<file path="src/rtl/rstc_pkg.sv">
// Shared types for the reset sequencer.
// Assumes: status bit positions are visible to software and stay fixed.
package rstc_pkg;

    typedef enum logic [1:0] {
        SEQ_IDLE = 2'd0,  // no reset driven
        SEQ_HARD = 2'd1,  // hard and soft held
        SEQ_TAIL = 2'd2,  // hard released, soft still held
        SEQ_SOFT = 2'd3   // soft only
    } seq_state_e;

    localparam int ST_POR      = 0;
    localparam int ST_EXT_HARD = 1;
    localparam int ST_EXT_SOFT = 2;
    localparam int ST_INT      = 3;
    localparam int ST_W        = 4;

    typedef struct packed {
        logic       slave;
        logic       debug;
        logic       host_en;
        logic [1:0] boot;
    } strap_t;

endpackage

</file>
<file path="src/rtl/rstc_sync.sv">
// Multi-stage level synchronizer.
// ASYNC_CLR picks an asynchronously cleared chain (used for reset release)
// or a synchronously cleared chain (used for pin read-back).
// Assumes: d is a level held for at least STAGES clock cycles.
module rstc_sync #(
    parameter int STAGES    = 2,
    parameter bit ASYNC_CLR = 1'b0,
    parameter bit CLR_VAL   = 1'b1
) (
    input  logic clk,
    input  logic rst_n,
    input  logic d,
    output logic q
);

    logic [STAGES-1:0] chain;

    generate
        if (ASYNC_CLR) begin : g_async
            // Chain cleared at once by rst_n, released through the flops.
            always_ff @(posedge clk or negedge rst_n) begin
                if (!rst_n) chain <= {STAGES{CLR_VAL}};
                else        chain <= {chain[STAGES-2:0], d};
            end
        end else begin : g_sync
            // Chain cleared on the clock while rst_n is low.
            always_ff @(posedge clk) begin
                if (!rst_n) chain <= {STAGES{CLR_VAL}};
                else        chain <= {chain[STAGES-2:0], d};
            end
        end
    endgenerate

    assign q = chain[STAGES-1];

endmodule

</file>
<file path="src/rtl/rstc_strap.sv">
// Strap capture register.
// Follows the straps while load is high. Freezes on the edge where load
// drops, which is the power-on release edge. No other reset touches it.
module rstc_strap
    import rstc_pkg::*;
(
    input  logic   clk,
    input  logic   load,
    input  strap_t d,
    output strap_t q
);

    // Track the straps during power-on reset, hold them afterwards.
    always_ff @(posedge clk) begin
        if (load) q <= d;
    end

endmodule

</file>
<file path="src/rtl/rstc_seq.sv">
// Reset sequencer core: picks the source, runs the hold counters and keeps
// the status register.
// Assumes: pin levels are already synchronized; int_req is synchronous;
// HOLD_CYC >= 3 and TAIL_CYC >= 1.
module rstc_seq
    import rstc_pkg::*;
#(
    parameter int HOLD_CYC = 16,
    parameter int TAIL_CYC = 4
) (
    input  logic            clk,
    input  logic            rst_n,
    input  logic            hard_lvl_n,
    input  logic            soft_lvl_n,
    input  logic            int_req,
    output logic            hard_act,
    output logic            soft_act,
    output logic [ST_W-1:0] status
);

    localparam int CNT_MAX = (HOLD_CYC > TAIL_CYC) ? HOLD_CYC : TAIL_CYC;
    localparam int CNT_W   = $clog2(CNT_MAX + 1);
    localparam logic [CNT_W-1:0] HOLD_LAST = CNT_W'(HOLD_CYC - 1);
    localparam logic [CNT_W-1:0] TAIL_LAST = CNT_W'(TAIL_CYC - 1);

    seq_state_e       state, state_nx;
    logic [CNT_W-1:0] cnt, cnt_nx;
    logic             hard_prev, soft_prev;
    logic             hard_fall, soft_fall, idle, go_hard, go_soft;
    logic [ST_W-1:0]  trig_bits;

    // Remember last pin levels for falling-edge detection.
    always_ff @(posedge clk) begin
        if (!rst_n) begin
            hard_prev <= 1'b1;
            soft_prev <= 1'b1;
        end else begin
            hard_prev <= hard_lvl_n;
            soft_prev <= soft_lvl_n;
        end
    end

    assign hard_fall = hard_prev & ~hard_lvl_n;
    assign soft_fall = soft_prev & ~soft_lvl_n;
    assign idle      = (state == SEQ_IDLE);
    assign go_hard   = idle & (hard_fall | int_req);
    assign go_soft   = idle & soft_fall;

    // Collect every source present on the trigger edge.
    always_comb begin
        trig_bits              = '0;
        trig_bits[ST_EXT_HARD] = hard_fall;
        trig_bits[ST_EXT_SOFT] = soft_fall;
        trig_bits[ST_INT]      = int_req;
    end

    // Next state and hold counter.
    always_comb begin
        state_nx = state;
        cnt_nx   = cnt + 1'b1;
        case (state)
            SEQ_IDLE: begin
                cnt_nx = '0;
                if (go_hard)      state_nx = SEQ_HARD;
                else if (go_soft) state_nx = SEQ_SOFT;
            end
            SEQ_HARD: if (cnt == HOLD_LAST) begin state_nx = SEQ_TAIL; cnt_nx = '0; end
            SEQ_TAIL: if (cnt == TAIL_LAST) begin state_nx = SEQ_IDLE; cnt_nx = '0; end
            SEQ_SOFT: if (cnt == HOLD_LAST) begin state_nx = SEQ_IDLE; cnt_nx = '0; end
            default:  begin state_nx = SEQ_IDLE; cnt_nx = '0; end
        endcase
    end

    // Register state and counter; power-on parks the sequence at hard hold.
    always_ff @(posedge clk) begin
        if (!rst_n) begin
            state <= SEQ_HARD;
            cnt   <= '0;
        end else begin
            state <= state_nx;
            cnt   <= cnt_nx;
        end
    end

    // Status: power-on writes its own bit, a trigger from idle writes its sources.
    always_ff @(posedge clk) begin
        if (!rst_n) begin
            status         <= '0;
            status[ST_POR] <= 1'b1;
        end else if (go_hard | go_soft) begin
            status <= trig_bits;
        end
    end

    assign hard_act = (state == SEQ_HARD);
    assign soft_act = (state != SEQ_IDLE);

    AST_HARD_RELEASE_FIRST: assert property (@(posedge clk) disable iff (!rst_n)
        $fell(hard_act) |-> soft_act);
    AST_SOFT_AFTER_TAIL: assert property (@(posedge clk) disable iff (!rst_n)
        $fell(soft_act) |-> !$past(hard_act));
    AST_STATUS_FROZEN: assert property (@(posedge clk) disable iff (!rst_n)
        !idle |=> $stable(status));
    AST_ENTRY_HAS_CAUSE: assert property (@(posedge clk) disable iff (!rst_n)
        $rose(soft_act) |-> (status != '0));

endmodule

</file>
<file path="src/rtl/rst_seq_ctrl.sv">
// Top of the multi-source reset sequencer.
// The power-on input clears its synchronizer at once, so every output
// asserts without a clock. Release is synchronous. The pins are modelled as
// a pull-down enable plus the read-back level.
// Assumes: straps are stable for a few cycles around power-on release.
module rst_seq_ctrl
    import rstc_pkg::*;
#(
    parameter int HOLD_CYC    = 16,
    parameter int TAIL_CYC    = 4,
    parameter int SYNC_STAGES = 2
) (
    input  logic       clk,
    input  logic       por_n,
    input  logic       hard_pin_n,
    input  logic       soft_pin_n,
    input  logic       int_req,
    input  logic       strap_slave,
    input  logic       strap_debug,
    input  logic       strap_host_en,
    input  logic [1:0] strap_boot,
    output logic       por_rst_n,
    output logic       hard_rst_n,
    output logic       soft_rst_n,
    output logic       hard_pin_oe,
    output logic       soft_pin_oe,
    output logic       cfg_slave,
    output logic       cfg_debug,
    output logic       cfg_host_en,
    output logic [1:0] cfg_boot,
    output logic [3:0] rst_status
);

    logic   por_sync_n, hard_lvl_n, soft_lvl_n, hard_act, soft_act;
    strap_t strap_in, strap_q;

    rstc_sync #(.STAGES(SYNC_STAGES), .ASYNC_CLR(1'b1), .CLR_VAL(1'b0)) u_por_sync (
        .clk(clk), .rst_n(por_n), .d(1'b1), .q(por_sync_n));

    rstc_sync #(.STAGES(SYNC_STAGES), .ASYNC_CLR(1'b0), .CLR_VAL(1'b1)) u_hard_sync (
        .clk(clk), .rst_n(por_sync_n), .d(hard_pin_n), .q(hard_lvl_n));

    rstc_sync #(.STAGES(SYNC_STAGES), .ASYNC_CLR(1'b0), .CLR_VAL(1'b1)) u_soft_sync (
        .clk(clk), .rst_n(por_sync_n), .d(soft_pin_n), .q(soft_lvl_n));

    rstc_seq #(.HOLD_CYC(HOLD_CYC), .TAIL_CYC(TAIL_CYC)) u_seq (
        .clk(clk), .rst_n(por_sync_n), .hard_lvl_n(hard_lvl_n), .soft_lvl_n(soft_lvl_n),
        .int_req(int_req), .hard_act(hard_act), .soft_act(soft_act), .status(rst_status));

    assign strap_in = '{slave: strap_slave, debug: strap_debug,
                        host_en: strap_host_en, boot: strap_boot};

    rstc_strap u_strap (.clk(clk), .load(~por_sync_n), .d(strap_in), .q(strap_q));

    // Power-on gates every output so assertion needs no clock.
    assign por_rst_n   = por_sync_n;
    assign hard_rst_n  = por_sync_n & ~hard_act;
    assign soft_rst_n  = por_sync_n & ~soft_act;
    assign hard_pin_oe = ~hard_rst_n;
    assign soft_pin_oe = ~soft_rst_n;

    assign cfg_slave   = strap_q.slave;
    assign cfg_debug   = strap_q.debug;
    assign cfg_host_en = strap_q.host_en;
    assign cfg_boot    = strap_q.boot;

    AST_POR_RELEASE_HOLDS: assert property (@(posedge clk) disable iff (!por_rst_n)
        $rose(por_rst_n) |-> (!hard_rst_n && !soft_rst_n));
    AST_CFG_HELD: assert property (@(posedge clk) disable iff (!por_rst_n)
        $past(por_rst_n) |-> $stable(strap_q));

endmodule

</file>
<file path="config.mk">
export PLATFORM = sky130hd
export DESIGN_NAME = rst_seq_ctrl
export DESIGN_NICKNAME = d
export VERILOG_FILES = /design/src/rtl/rstc_pkg.sv /design/src/rtl/rstc_sync.sv /design/src/rtl/rstc_strap.sv /design/src/rtl/rstc_seq.sv /design/src/rtl/rst_seq_ctrl.sv
export SDC_FILE = /design/constraint.sdc
export NUM_CORES = 1
export LEC_CHECK = 0
export ABC_CLOCK_PERIOD_IN_PS = 1700
export CAP_MARGIN = 20
export CORE_MARGIN = 2
export CORE_UTILIZATION = 30
export DETAILED_ROUTE_END_ITERATION = 16
export DONT_BUFFER_PORTS = 1
export PLACE_DENSITY = 0.48
export SYNTH_ARGS = -nofsm -noshare
export SYNTH_HDL_FRONTEND = slang
export SYNTH_SLANG_ARGS = --single-unit
export TNS_END_PERCENT = 1
</file>
<file path="constraint.sdc">
create_clock -name clk -period 1.7 [get_ports clk]
set_clock_uncertainty 0.1 [all_clocks]
set_input_delay 0.085 -clock clk [delete_from_list [all_inputs] [get_ports clk]]
set_output_delay 0.085 -clock clk [all_outputs]
set_load 0.005 [all_outputs]
</file>
== Yosys cells after proc, flatten, opt, wreduce, memory -nomap -nowiden ==
Cells that the tools add are included.
Storage, ports and cells
  bits in registers: 24
  bits of input ports: 10
  output and inout bits: 14
  logic and storage cells: 49
Cells by class
  add/subtract/negate cells: 1
  eq/ne operators: 9
  mux-type cells: 9
  bitwise gates (word level): 14
  reduce and logical (&&, ||, !) cells: 4
Operators by type and width (count)
  5-bit case mux with 3 select lines: 1
  2-bit two-way mux: 5
  5-bit two-way mux: 2
  2-bit case mux with 4 select lines: 1
  1-bit AND: 6
  2-bit by 1-bit inequality test with 1-bit output (second input constant): 3
  1-bit inverter: 6
  5-bit by 1-bit adder with 5-bit output (second input constant): 1
  5-bit by 2-bit == test with 1-bit output (second input constant): 1
  5-bit by 4-bit == test with 1-bit output (second input constant): 1
  2-bit == test (second input constant): 2
  4-bit AND reduction: 1
  3-bit inequality test (second input constant): 1
  2-bit by 1-bit == test with 1-bit output (second input constant): 1
  2-bit logical NOT: 1
  1-bit bitwise OR: 2
  2-bit nonzero test: 1
  2-bit OR reduction: 1

== Longest topological paths before layout ==
  depth after elaboration: 6
  gate-level depth with buffers: 7
  depth with buffers taken out: 7

== Modules after synthesis ==
Synthesis repeated with hierarchy kept, for this count alone.
Second synthesis, totals
  cells, all modules: 84
  area total of the unflattened synthesis: 933.4 µm²
Modules (own cells, without submodules)
  rstc_seq: times used 1, cells each 63, area an instance 590.6 µm², sequential area each 260.2 µm²
  rstc_strap: times used 1, cells each 5, area an instance 150.1 µm², sequential area each 150.1 µm²
  rstc_sync at u_hard_sync ...: times used 2, cells each 4, area an instance 52.6 µm², sequential area each 40.0 µm²
  rstc_sync at u_por_sync: times used 1, cells each 2, area an instance 50.0 µm², sequential area each 50.0 µm²
  rst_seq_ctrl: times used 1, cells each 6, area an instance 37.5 µm², sequential area each 0.0 µm²

== Worst setup path after synthesis ==
Ideal clock, no wire load.
  kind: reg2reg
  start: register u_seq.cnt[0]
  end: register u_seq.cnt[4]
  library setup time: 0.071 ns
  data arrival time: 1.478 ns
  data required time: 1.529 ns
  slack: 0.051 ns
  stages on the path, launching flop included: 7
  buffers on the path: 0
  period minus slack after synthesis: 1.649 ns
  cell sequence: dfxtp_1 ha_1 nand3_1 inv_1 ha_1 or4_1 a21oi_1
On the way
  longest elaborated chain between the ends: 3
  elaborated cells between the ends (all ways): 6
  classes of those cells: add/sub (1); eq/ne (2); mux (3)
Ends and longest elaborated chain
  start, declared: RTL line rstc_seq.sv:27  | logic [CNT_W-1:0] cnt, cnt_nx;
  start signal, assigned: RTL line rstc_seq.sv:81  | cnt <= cnt_nx;
  5-bit by 1-bit adder with 5-bit output, or another cell as far along: RTL line rstc_seq.sv:60  | cnt_nx = cnt + 1'b1;
  5-bit two-way mux (on tied branches): RTL line rstc_seq.sv:67, rstc_seq.sv:69, rstc_seq.sv:68
  5-bit case mux with 3 select lines (*): RTL line rstc_seq.sv:61  | case (state)
Every way passes the cells marked *; elsewhere a longest branch is shown, timed or not.
A chain may end at the register's enable or synchronous reset.

== Worst setup path in the final report ==
Same ends and word-level chain as after synthesis.

==> flow_summary.toml <==
[worst_setup_path]
worstSetupPathType = "flip-flop to flip-flop"
max_stage_delay_ps = 470
cp_top_family = "simple AND/OR/NAND/NOR gates"
cp.required_ps = 1850
critPathLaunch = "u_seq.cnt[0]"
worst-path-buf-inv = 1
reg2reg_from = "u_seq.cnt[0]"
endpoint_kind = "flip-flop"
crit_path_max_fanout = 2
critPathSlowestCell = "or4_1"
cp_data_arrival_time_ps = 1790
cp_cell_sequence = "ha_2 -> nand3_2 -> inv_1 -> ha_1 -> or4_1 -> a21oi_1"
startpoint_type = "flip-flop"

[timing]
slew_viol_final = 0
grt_setup_unrepaired = "yes"
hold_slack_ps = 271
finalCritPeriodShare_pct = 96.5
hold_viol_final = 0
post-route-min-period_ps = 1640
finalSetupViolCount = 0
max_clock_freq_mhz = 609

[clock_tree]
clk-insertion-delay-late_ps = 310
cts-root-buf = "clkbuf_4"
clock-sinks = 24
clockBufferDepth = 2
cts_buffers = 3
cts_max_level = 1
cts_tree = "yes"
clk_pin_slew_worst_paths_ps = 120

[layout]
fin_cells = 128
n_antenna_cell = 0
layout-drive-gt1-share_pct = 14.4
fillers = 284
area_growth_pct = 22.2
num-nets-final = 111

[placed_design]
io_buffers = 0
detailed_place_hpwl_microns = 1010
place_congestion = 0.701
post-place-cells = 113

[synth]
ys_async_sr_fraction_pct = 8.33
synth_cell_types = 30
synth-seq-cells = 24
synthFlopType = "dfxtp_1"
syn_inst = 81
yosysWarnings = 0
synth.top_cell.area_share_pct = 37.5
synth_edf_count = 5
synth_area_leaders = "dfxtp_1 (38%), edfxtp_1 (17%), nand2b_1 (6.2%)"
synth_largest_area_cell = "dfxtp_1"
synth_fp_nets = 94
synth.avg_cell_area_sq_um = 11.2
ys_seq_area_share_pct = 59.6
syn_area_sq_um = 907

[grt]
track_usage_pct = 9.85
antenna_found_initial = 0
grt_overflow = 0
grt_max_degree = 16
grt_pass1_wl_microns = 2560
grt_pass1_vias = 579

[detailed_routing]
via_per_inst = 4.83
drtIter0Drc = 21
wl_microns = 1520
firstDrtPassIters = 10
drc = 3
detail-route-antenna-nets = 0
vias = 618
wl_per_cell_microns = 11.9

[floorplanning]
start_util_pct = 32.3
num_rows = 19
die-area_sq_mm = 0.00348
dieWidth_microns = 59.0
fp.coreArea_sq_mm = 0.00281
ios = 24
die_h_microns = 59.0

[power]
power_density_mw_per_mm2 = 822
vdd_drop_max_v = 0.000579
power_w = 0.000911
cellLeakagePower_nw = 0.446

[worst_hold_path]
hp-start = "u_por_sync.chain[0]"
hp-class = "flip-flop to flip-flop"

[run_status]
status = "complete, but fails checks"
violations = "design-rule violations"

[run]
cap_violations = 0
-- power breakdown --
group / internal (W) / leakage [nW] / switching (W) / total, W
sequential: 0.000604 / 0.212 / 0.00000986 / 0.000614
clock: 0.0000857 / 0.0154 / 0.000155 / 0.000241
combinational: 0.0000326 / 0.219 / 0.0000238 / 0.0000565
total: 0.000722 / 0.446 / 0.000189 / 0.000911
-- sequential cells by signal, indices dropped and copies added (netlist names) --
name               count
u_seq.cnt              5
u_strap.q              5
u_seq.status           4
u_hard_sync.chain      2
u_por_sync.chain       2
u_seq.state            2
u_soft_sync.chain      2
u_seq.hard_prev        1
u_seq.soft_prev        1
-- area by class of cell --
| class | count | area, sq um | area share (%) |
|---|---|---|---|
| Sequential cell | 24 | 543 | 49.0 |
| Multi-Input combinational cell | 49 | 348 | 31.4 |
| Timing Repair Buffer | 14 | 130 | 11.7 |
| Tap cell | 31 | 38.8 | 3.50 |
| Clock buffer | 3 | 22.5 | 2.03 |
| Inverter | 6 | 22.5 | 2.03 |
| Clock inverter | 1 | 3.75 | 0.339 |
-- repair_timing --
action / CTS / global route
gates resized for setup: 2 / 4
endpoints found under the hold margin: 15 / 0
hold buffers: 10 / 0
setup buffers: 1 / 0
pin swaps: 1 / 0
endpoints found under the setup margin: 1 / 6
-- worst reg2reg max path, stage by stage, from the launching register on --
cell	delay (ps)
dfxtp_2	340
ha_2	180
nand3_2	60
inv_1	40
ha_1	250
or4_1	470
a21oi_1	130
-- per-stage QoR --
| step | setup WS, ps | setup TNS, ps | instance area [sq um] | util, % |
|---|---|---|---|---|
| after CTS | 21.4 | 0 | 1090 | 39.0 |
| after floorplan | 50.6 | 0 | 907 | - |
| after global placement | 45.6 | 0 | 953 | 34.0 |
| after detailed placement | -23.6 | -23.6 | 953 | 34.0 |
| after global routing | -14.9 | -14.9 | 1110 | 39.5 |
| final | 58.7 | 0 | 1110 | 39.5 |
-- routing by layer --
metal	track usage [%]	routed length, microns	vias up
li1	-	-	314
met1	11.9	729	279
met2	15.2	676	23
met3	5.24	104	2
met4	2.92	13	0
met5	0	0	-
-- synth_stat cells (2+ instances only) --
master / count
nand3_1: 2
edfxtp_1: 5
a21o_1: 2
nand2b_1: 9
o31ai_1: 2
dfxtp_1: 17
nand2_1: 3
nor2b_1: 2
and3_1: 4
ha_1: 3
dfrtp_1: 2
inv_1: 6
a21oi_1: 4
o21ai_0: 4
-- worst paths after layout --
check | endpoint | cells after the start | slack [ps]
setup reg to reg | u_seq.cnt[4] | 6 | 60
max in group asynchronous | u_por_sync.chain[1] | 2 | 950
setup / recovery | u_seq.cnt[4] | 6 | 60
hold reg to reg | u_por_sync.chain[1] | 0 | 270
hold / removal | u_por_sync.chain[1] | 0 | 270
min in group asynchronous | u_por_sync.chain[0] | 2 | 430
-- cells in the final DEF, fill, tap and decap left out, drive strengths merged --
master / netlist / routed
nand2b: 9 / 9
nor2: 1 / 1
mux2i: 1 / 1
a31o: 1 / 1
or4: 1 / 1
dlygate4sd3: 0 / 10
a21oi: 4 / 4
nor3b: 1 / 1
dfxtp: 17 / 17
and3: 4 / 4
nand3b: 1 / 1
a2bb2oi: 1 / 1
xnor2: 1 / 1
o21ai: 4 / 4
dfrtp: 2 / 2
inv: 6 / 6
nor4b: 1 / 1
o211ai: 1 / 1
nand2: 3 / 3
a21o: 2 / 2
nand3: 2 / 2
ha: 3 / 3
nor2b: 2 / 2
conb: 1 / 1
clkbuf: 1 / 3
xor2: 1 / 1
clkinv: 0 / 1
o31ai: 2 / 2
nand4: 1 / 1
edfxtp: 5 / 5
buf: 1 / 4
and4: 1 / 1
-- cells by family (layout without fill, tap and decap cells) --
logic type | count (synthesis) | count (layout) | synth area share (%)
adders and majority gates | 3 | 3 | 4.14
xor gates and xnor gates | 2 | 2 | 1.93
DFF | 24 | 24 | 59.6
buffers and inverters | 8 | 24 | 4.14
and+or+nand+nor | 27 | 27 | 18.2
muxes | 1 | 1 | 1.10
AOI/OAI and AO/OA | 15 | 15 | 10.5
other | 1 | 1 | 0.413
Note: power is estimated with default switching activity, not from simulation.
